**config.mk**
```make
export PLATFORM = sky130hd
export DESIGN_NAME = pc_next_unit
export DESIGN_NICKNAME = d
export VERILOG_FILES = /design/src/rtl/bru_pkg.sv /design/src/rtl/cond_eval.sv /design/src/rtl/byte_sel.sv /design/src/rtl/pc_next_unit.sv
export SDC_FILE = /design/constraint.sdc
export NUM_CORES = 1
export LEC_CHECK = 0
export BUFFER_PORTS_ARGS = -buffer_cell sky130_fd_sc_hd__clkbuf_2
export CORE_UTILIZATION = 47
export DETAILED_ROUTE_END_ITERATION = 8
export PLACE_DENSITY_LB_ADDON = 0.08
export SLEW_MARGIN = 15
export SYNTH_ARGS = -nofsm -noshare
export SYNTH_HDL_FRONTEND = slang
export SYNTH_HIERARCHICAL = 1
export SYNTH_SLANG_ARGS = --single-unit
```
**constraint.sdc**
```tcl
create_clock -name clk -period 3 [get_ports clk]
set_input_delay 0.6 -clock clk [delete_from_list [all_inputs] [get_ports clk]]
set_output_delay 0.6 -clock clk [all_outputs]
set_load 0.05 [all_outputs]
```
**src/rtl/bru_pkg.sv**
```systemverilog
package bru_pkg;

    localparam logic [3:0] OP_JMP  = 4'hC;
    localparam logic [3:0] OP_JCC  = 4'hD;
    localparam logic [3:0] OP_CALL = 4'hE;
    localparam logic [3:0] OP_HALT = 4'hF;

    // bit positions inside the flag vector
    localparam int FLG_Z = 0;
    localparam int FLG_N = 1;
    localparam int FLG_C = 2;
    localparam int FLG_V = 3;

    typedef enum logic {
        ST_RUN  = 1'b0,
        ST_HALT = 1'b1
    } run_state_e;

endpackage

```
**src/rtl/cond_eval.sv**
```systemverilog
module cond_eval
    import bru_pkg::*;
#(
    parameter int FLAG_W = 4
) (
    input  logic [FLAG_W-1:0] flags,
    input  logic [2:0]        sel,
    output logic              hit
);

    logic picked;

    // sel[2:1] names the flag, sel[0] inverts the test
    always_comb begin
        unique case (sel[2:1])
            2'b00:   picked = flags[FLG_Z];
            2'b01:   picked = flags[FLG_C];
            2'b10:   picked = flags[FLG_N];
            default: picked = flags[FLG_V];
        endcase
        hit = picked ^ sel[0];
    end

endmodule

```
**src/rtl/byte_sel.sv**
```systemverilog
module byte_sel #(
    parameter int W = 8
) (
    input  logic [W-1:0] when_low,
    input  logic [W-1:0] when_high,
    input  logic         pick,
    output logic [W-1:0] y
);

    assign y = pick ? when_high : when_low;

endmodule

```
**src/rtl/pc_next_unit.sv**
```systemverilog
module pc_next_unit
    import bru_pkg::*;
#(
    parameter int PC_W   = 16,
    parameter int IMM_W  = 8,
    parameter int OP_W   = 4,
    parameter int FLAG_W = 4
) (
    input  logic              clk,
    input  logic              rst_n,
    input  logic [OP_W-1:0]   opcode,
    input  logic [IMM_W-1:0]  imm,
    input  logic [PC_W-1:0]   target,
    input  logic [PC_W-1:0]   seq_pc,
    input  logic [FLAG_W-1:0] flags,
    output logic [PC_W-1:0]   pc,
    output logic              taken,
    output logic              push_req,
    output logic [PC_W-1:0]   push_addr,
    output logic              halted,
    output logic              wb_en
);

    localparam int NB = PC_W / 8;

    run_state_e state, state_d;

    logic            cond_hit;
    logic [PC_W-1:0] jcc_pc;
    logic [PC_W-1:0] pc_d;
    logic            taken_d;
    logic            push_d;
    logic            unused_imm;

    assign unused_imm = ^imm[IMM_W-1:3];

    cond_eval #(.FLAG_W(FLAG_W)) u_cond (
        .flags (flags),
        .sel   (imm[2:0]),
        .hit   (cond_hit)
    );

    // byte-wise choice between sequential and target, one shared decision
    for (genvar b = 0; b < NB; b++) begin : g_byte
        byte_sel #(.W(8)) u_sel (
            .when_low  (seq_pc[b*8 +: 8]),
            .when_high (target[b*8 +: 8]),
            .pick      (cond_hit),
            .y         (jcc_pc[b*8 +: 8])
        );
    end

    // next-state and next-output decision
    always_comb begin
        state_d = state;
        pc_d    = pc;
        taken_d = 1'b0;
        push_d  = 1'b0;
        unique case (state)
            ST_RUN: begin
                if (opcode == OP_JMP) begin
                    pc_d    = target;
                    taken_d = 1'b1;
                end else if (opcode == OP_JCC) begin
                    pc_d    = jcc_pc;
                    taken_d = cond_hit;
                end else if (opcode == OP_CALL) begin
                    pc_d    = target;
                    taken_d = 1'b1;
                    push_d  = 1'b1;
                end else if (opcode == OP_HALT) begin
                    state_d = ST_HALT;
                end else begin
                    pc_d = seq_pc;
                end
            end
            ST_HALT: begin
                state_d = ST_HALT;
            end
            default: state_d = ST_RUN;
        endcase
    end

    // state register
    always_ff @(posedge clk) begin
        if (!rst_n) state <= ST_RUN;
        else        state <= state_d;
    end

    // output registers
    always_ff @(posedge clk) begin
        if (!rst_n) begin
            pc        <= '0;
            taken     <= 1'b0;
            push_req  <= 1'b0;
            push_addr <= '0;
        end else begin
            pc       <= pc_d;
            taken    <= taken_d;
            push_req <= push_d;
            if (push_d) push_addr <= seq_pc;
        end
    end

    assign halted = (state == ST_HALT);
    assign wb_en  = (state == ST_RUN) && (opcode < OP_JMP);

    // a taken redirect lands exactly on the target offered one edge earlier
    a_r3_taken_target: assert property (@(posedge clk) disable iff (!rst_n)
        taken |-> pc == $past(target));

    // a push strobe only follows a call, carrying the sequential value
    a_r6_push_from_call: assert property (@(posedge clk) disable iff (!rst_n)
        push_req |-> $past(opcode) == OP_CALL);

    a_r6_push_addr: assert property (@(posedge clk) disable iff (!rst_n)
        push_req |-> push_addr == $past(seq_pc));

    // halt is sticky and freezes the counter
    a_r7_halt_sticky: assert property (@(posedge clk) disable iff (!rst_n)
        halted |=> halted);

    a_r7_pc_frozen: assert property (@(posedge clk) disable iff (!rst_n)
        halted |=> ($stable(pc) && !taken && !push_req));

endmodule

```
==> results of run 1 <==
## registers in the layout, summed over array words and instances (netlist names)
register,flops
taken,1
push_addr,16
pc,16
push_req,1
halted,1
## layer usage
layer / vias to the layer above / wire [µm]
met5: - / 0
met4: 0 / 52
met3: 6 / 303
met2: 60 / 2340
met1: 862 / 2320
li1: 892 / -
## worst min-delay path: cells and delay by family (launching register included)
kind,cells,cell delay (ns)
compound gates,1,0.05
buf+inv,1,0.05
flops,1,0.31
## cell type report
class / instances / area share, %
multi-input cells: 128 / 43.3
flip-flops and latches: 35 / 28.7
well taps: 48 / 2.46
inverters: 18 / 2.77
clock buffers: 8 / 4.11
repair buffers: 87 / 18.6
## through the flow
step | area, µm² | setup WS, ns
2_1_floorplan | 1920 | 0.621
3_3_place_gp | 2340 | 0.524
3_5_place_dp | 2340 | 0.516
4_1_cts | 2440 | 0.812
5_1_grt | 2440 | 0.700
6_report | 2440 | 0.820
## path summary, 6_finish.rpt
kind	startpoint	to	slack, ns
hold / removal	pc[5]	pc[5]	0.46
hold reg to reg	pc[5]	pc[5]	0.46
setup reg to reg	halted	pc[15]	1.40
setup / recovery	imm[1]	pc[10]	0.82
## cells by family after synthesis
kind of cell / count (synthesis) / share of synthesized area [%]
AOI/OAI and AO/OA: 82 / 31.6
muxes: 17 / 13.7
buffers and inverters: 37 / 9.00
xor gates and xnor gates: 1 / 0.457
DFF: 35 / 36.5
and+or+nand+nor: 28 / 8.74
## cell usage in the layout (no fill, tap or decap)
cell / n
xor2_2: 1
nand4b_1: 1
o22ai_1: 16
and3_1: 1
dfxtp_1: 35
clkbuf_8: 7
a21oi_1: 16
o32ai_1: 6
clkbuf_2: 80
buf_4: 7
o32ai_2: 10
a21boi_1: 1
nand2b_1: 1
nor2_1: 1
nand2_1: 1
clkbuf_1: 1
and2_1: 1
mux2_4: 16
and4b_1: 1
o21ai_0: 17
a21boi_0: 15
or3b_1: 1
mux4_2: 1
nor2b_1: 1
and3b_1: 1
inv_1: 18
o21ai_2: 1
nand3_1: 16
nand3b_1: 1
and4_4: 1
## power by group through the flow
stage | clock network (W) | registers (W) | logic [W]
2_1_floorplan | 0 | 0.000599 | 0.000175
3_3_place_gp | 0 | 0.000513 | 0.000343
3_5_place_dp | 0 | 0.000513 | 0.000346
4_1_cts | 0.000382 | 0.000503 | 0.000347
5_1_grt | 0.000401 | 0.000506 | 0.000369
6_report | 0.000373 | 0.000503 | 0.000346
==> impl_metrics.tcl, run 1 <==
set metrics [dict create \
    outcome "finished clean" \
    vias 1820 \
    rsz0062_at_grt "no" \
    period_minus_slack_ns 2.18 \
    syn_nets 250 \
    p_switching_w 0.000388 \
    ys.flop_type "dfxtp_1" \
    yosys-top-cells-area "dfxtp_1 37%, mux2_4 13%, o32ai_2 8.5%" \
    ant_nets 0 \
    cts_root_buffer "clkbuf_8" \
    critPathRequiredTime_ns 3.14 \
    ys_seq_area_share_pct 36.5 \
    chipHeight_um 65.9 \
    hold_ws_ns 0.461 \
    cp_top_family "multiplexers" \
    power.leakage_nw 1.10 \
    p_int_w 0.000834 \
    drc 0 \
    rr_worst_depth 2 \
    grt_usage_pct 25.5 \
    synth-async-reset-ratio_pct 0 \
    setup_viol_count_final 0 \
    ios 86 \
    drt-wirelength-per-cell_um 15.5 \
    area_growth_pct 27.1 \
    postSynthCellCount 200 \
    slew_violations 0 \
    use_met3_pct 4.66 \
    avgSynthCellArea_um2 9.59 \
    synth.distinct_cells 29 \
    final_core_util_pct 64.2 \
    use_met1_pct 32.5 \
    power_w 0.00122 \
    cp.arrival_ns 2.32 \
    yosysTopAreaCellShare_pct 36.5 \
    cts_buffer_depth 2 \
    grt_pass1_wl_um 8310 \
    num-fill-cells 337 \
    critPathSlowestCell "mux4_2" \
    worst-path-stages 7 \
    cp-start-kind "input pin" \
    fin_tns_setup_ns 0 \
    synth_area_um2 1920 \
    post_cts_buffers 0 \
    multi_input_area_um2 1060 \
    clock_latency_ns 0.29 \
    rows 22 \
    cp_num_buf_inv 2 \
    finalHoldViolations 0 \
    final_cells 324 \
    grt_pass1_vias 1754 \
    slew_headroom_pct 46.3 \
    synth_edf_count 0 \
    firstDrtPassIters 4 \
    core_um2 3800 \
    viasPerCell 5.62 \
    p_clk_share_pct 30.5 \
    port_buffers 80 \
    fp.dieArea_um2 4340 \
    hold_path.class "register to register" \
    cp_max_fo 17 \
    start_util_pct 50.5 \
    cts_tree "built" \
    routabilityCongestion 0.745 \
    grt-busiest-layer "met2" \
    dp_hpwl_um 3400 \
    die_x_um 65.9 \
    crit_type "input pin to register" \
    hold_depth 2 \
    cts_max_level 2 \
    use_met2_pct 41.8 \
    power_frac_comb_pct 28.3 \
    cts.repair.resized 0 \
    fin_nets 325 \
    cts_inserted_buffers 5 \
    fmax_ghz 0.459 \
    drive_gt1_share_pct 44.9 \
    clk_pin_slew_worst_paths_ns 0.07 \
    synth_largest_area_cell "dfxtp_1" \
    wl_um 5010 \
    hold_buffers 0 \
    grt_max_degree 21 \
    tightestPinTransition_ns 0.805 \
    yosysWarnings 6 \
    antenna_found_initial 0 \
    power_density_nw_per_um2 502 \
    clock_skew_ns 0.00219 \
    n_antenna_cell 0 \
    drt_iter0_drc 122 \
    path_cells "clkbuf_2 -> mux4_2 -> xor2_2 -> buf_4 -> mux2_4 -> o22ai_1 -> o32ai_2" \
    cp_slowest_stage_delay_ns 0.51 \
    switching_share_pct 31.8 \
    max_cap_violations 0 \
    ys_ff_latch 35 \
    ir_drop_uv 324 \
    period_share_pct 72.7 \
    end_kind "register" \
    pwr-share-seq_pct 41.2 \
    yosysMostFrequentCell "dfxtp_1" \
    ys_top_cells_by_count "35 x dfxtp_1, 18 x inv_1, 17 x o21ai_0" \
    grt_overflow 0 \
    dp.cells 316 \
    cts_sinks 35 \
    register_area_um2 701 \
]
(Power assumes the default switching activity.)
==> run 2: changes to the inputs <==
==> constraint.sdc (replaced) <==
create_clock -name clk -period 2.2 [get_ports clk]
set_input_delay 0.44 -clock clk [delete_from_list [all_inputs] [get_ports clk]]
set_output_delay 0.44 -clock clk [all_outputs]
set_load 0.05 [all_outputs]
==> impl_metrics.tcl, run 2 (synthesis gave the netlist of run 1 again) <==
set metrics [dict create \
    outcome "finished clean" \
    core_um2 3800 \
    cts_tree "built" \
    hold_path_end "push_addr[6]" \
    cts_sinks 35 \
    port_buffers 80 \
    rows 22 \
    cts_inserted_buffers 5 \
    cts_root_buffer "clkbuf_8" \
    r2r_slack_ns 0.69 \
    routabilityCongestion 0.762 \
    clock_latency_ns 0.28 \
    max_cap_violations 0 \
    drive_gt1_share_pct 45.5 \
    grt_pass1_vias 1807 \
    n_antenna_cell 0 \
    cts_max_level 2 \
    r2r_start "halted" \
    tightestPinTransition_ns 0.663 \
    rr_worst_depth 3 \
    clk_pin_slew_worst_paths_ns 0.07 \
    dp_worst_setup_slack_ns -0.0337 \
    grt_max_degree 20 \
    period_minus_slack_ns 1.94 \
    min_from "seq_pc[6]" \
    setup_viol_count_final 0 \
    grt-busiest-layer "met2" \
    fmax_ghz 0.516 \
    cp_max_fo 7 \
    fp.dieArea_um2 4340 \
    hold_buffers 0 \
    chipHeight_um 65.9 \
    final_core_util_pct 65.7 \
    start_util_pct 50.5 \
    grt_pass1_wl_um 8280 \
    dp_hpwl_um 3580 \
    hold_depth 3 \
    cp-start-kind "input pin" \
    firstDrtPassIters 4 \
    fin_nets 328 \
    setup_ws_ns 0.261 \
    ant_nets 0 \
    rsz0062_at_grt "no" \
    dpl_cell_area_um2 2400 \
    crit_type "input pin to register" \
    clock_skew_ns 0.00641 \
    use_met2_pct 42.6 \
    ios 86 \
    finalHoldViolations 0 \
    drc 0 \
    hold_path.class "input pin to register" \
    antenna_found_initial 0 \
    cp.arrival_ns 2.09 \
    end_kind "register" \
    use_met3_pct 4.48 \
    drt-wirelength-per-cell_um 15.6 \
    vias 1870 \
    cts.repair.resized 0 \
    post_cts_buffers 0 \
    die_x_um 65.9 \
    cts_buffer_depth 2 \
    r2r_end "pc[14]" \
    period_share_pct 88.1 \
    use_met1_pct 31.6 \
    drt_iter0_drc 115 \
    power.leakage_nw 1.13 \
    slew_headroom_pct 55.8 \
    final_common_cell "clkbuf_2" \
    ir_drop_uv 341 \
    final_cell_area_um2 2500 \
    viasPerCell 5.72 \
    power_density_nw_per_um2 678 \
    critPathRequiredTime_ns 2.35 \
    area_growth_pct 30.2 \
    layout_common_cells "80 x clkbuf_2, 35 x dfxtp_1, 18 x inv_1, 17 x o21ai_0" \
    grt_usage_pct 25.1 \
    grt_overflow 0 \
    slew_violations 0 \
    largestRegisters "pc: 16 flops, push_addr: 16 flops" \
    wl_um 5100 \
]
## run 2: area by class of cell
class,count,area (µm²)
Sequential cell,35,701
Fill cell,344,1300
Timing Repair Buffer,90,513
Inverter,18,67.6
Multi-Input combinational cell,128,1060
Clock buffer,8,100
Tap cell,48,60.1
## run 2: through the flow
step | std cells | TNS (ns) | hold WS, ns | total power, W
floorplan | 200 | 0 | 0.587 | 0.00106
global placement | 319 | 0 | 0.448 | 0.00119
detailed placement | 319 | -0.132 | 0.452 | 0.00119
CTS | 327 | 0 | 0.415 | 0.00170
global route | 327 | 0 | 0.435 | 0.00177
finish | 327 | 0 | 0.427 | 0.00169
## run 2: report_power, final
group / internal [W] / switching, W / total (W) / leakage, nW
Clock: 0.000286 / 0.000226 / 0.000511 / 0.0515
Sequential: 0.000668 / 0.0000189 / 0.000687 / 0.287
Combinational: 0.000202 / 0.000294 / 0.000496 / 0.793
## run 2: worst max-delay path, stage by stage
cell and delay, ns:
clkbuf_2 0.09, mux4_2 0.51, xor2_2 0.21, buf_4 0.23, mux2_4 0.31, o22ai_1 0.19
o32ai_1 0.11
## run 2: worst max path at each step
| stage | from | end | cells past startpoint |
|---|---|---|---|
| 2_1_floorplan | imm[1] | pc[10] | 6 |
| 3_3_place_gp | imm[1] | pc[15] | 7 |
| 3_5_place_dp | imm[1] | pc[6] | 7 |
| 4_1_cts | imm[1] | pc[15] | 7 |
| 5_1_grt | imm[1] | pc[15] | 7 |
| 6_report | imm[1] | pc[6] | 7 |
## run 2: routing by layer
layer | vias to the layer above | share of wire (%)
met5 | - | 0
met4 | 0 | 0.27
met3 | 2 | 6.4
met2 | 67 | 49
met1 | 899 | 44
li1 | 902 | -
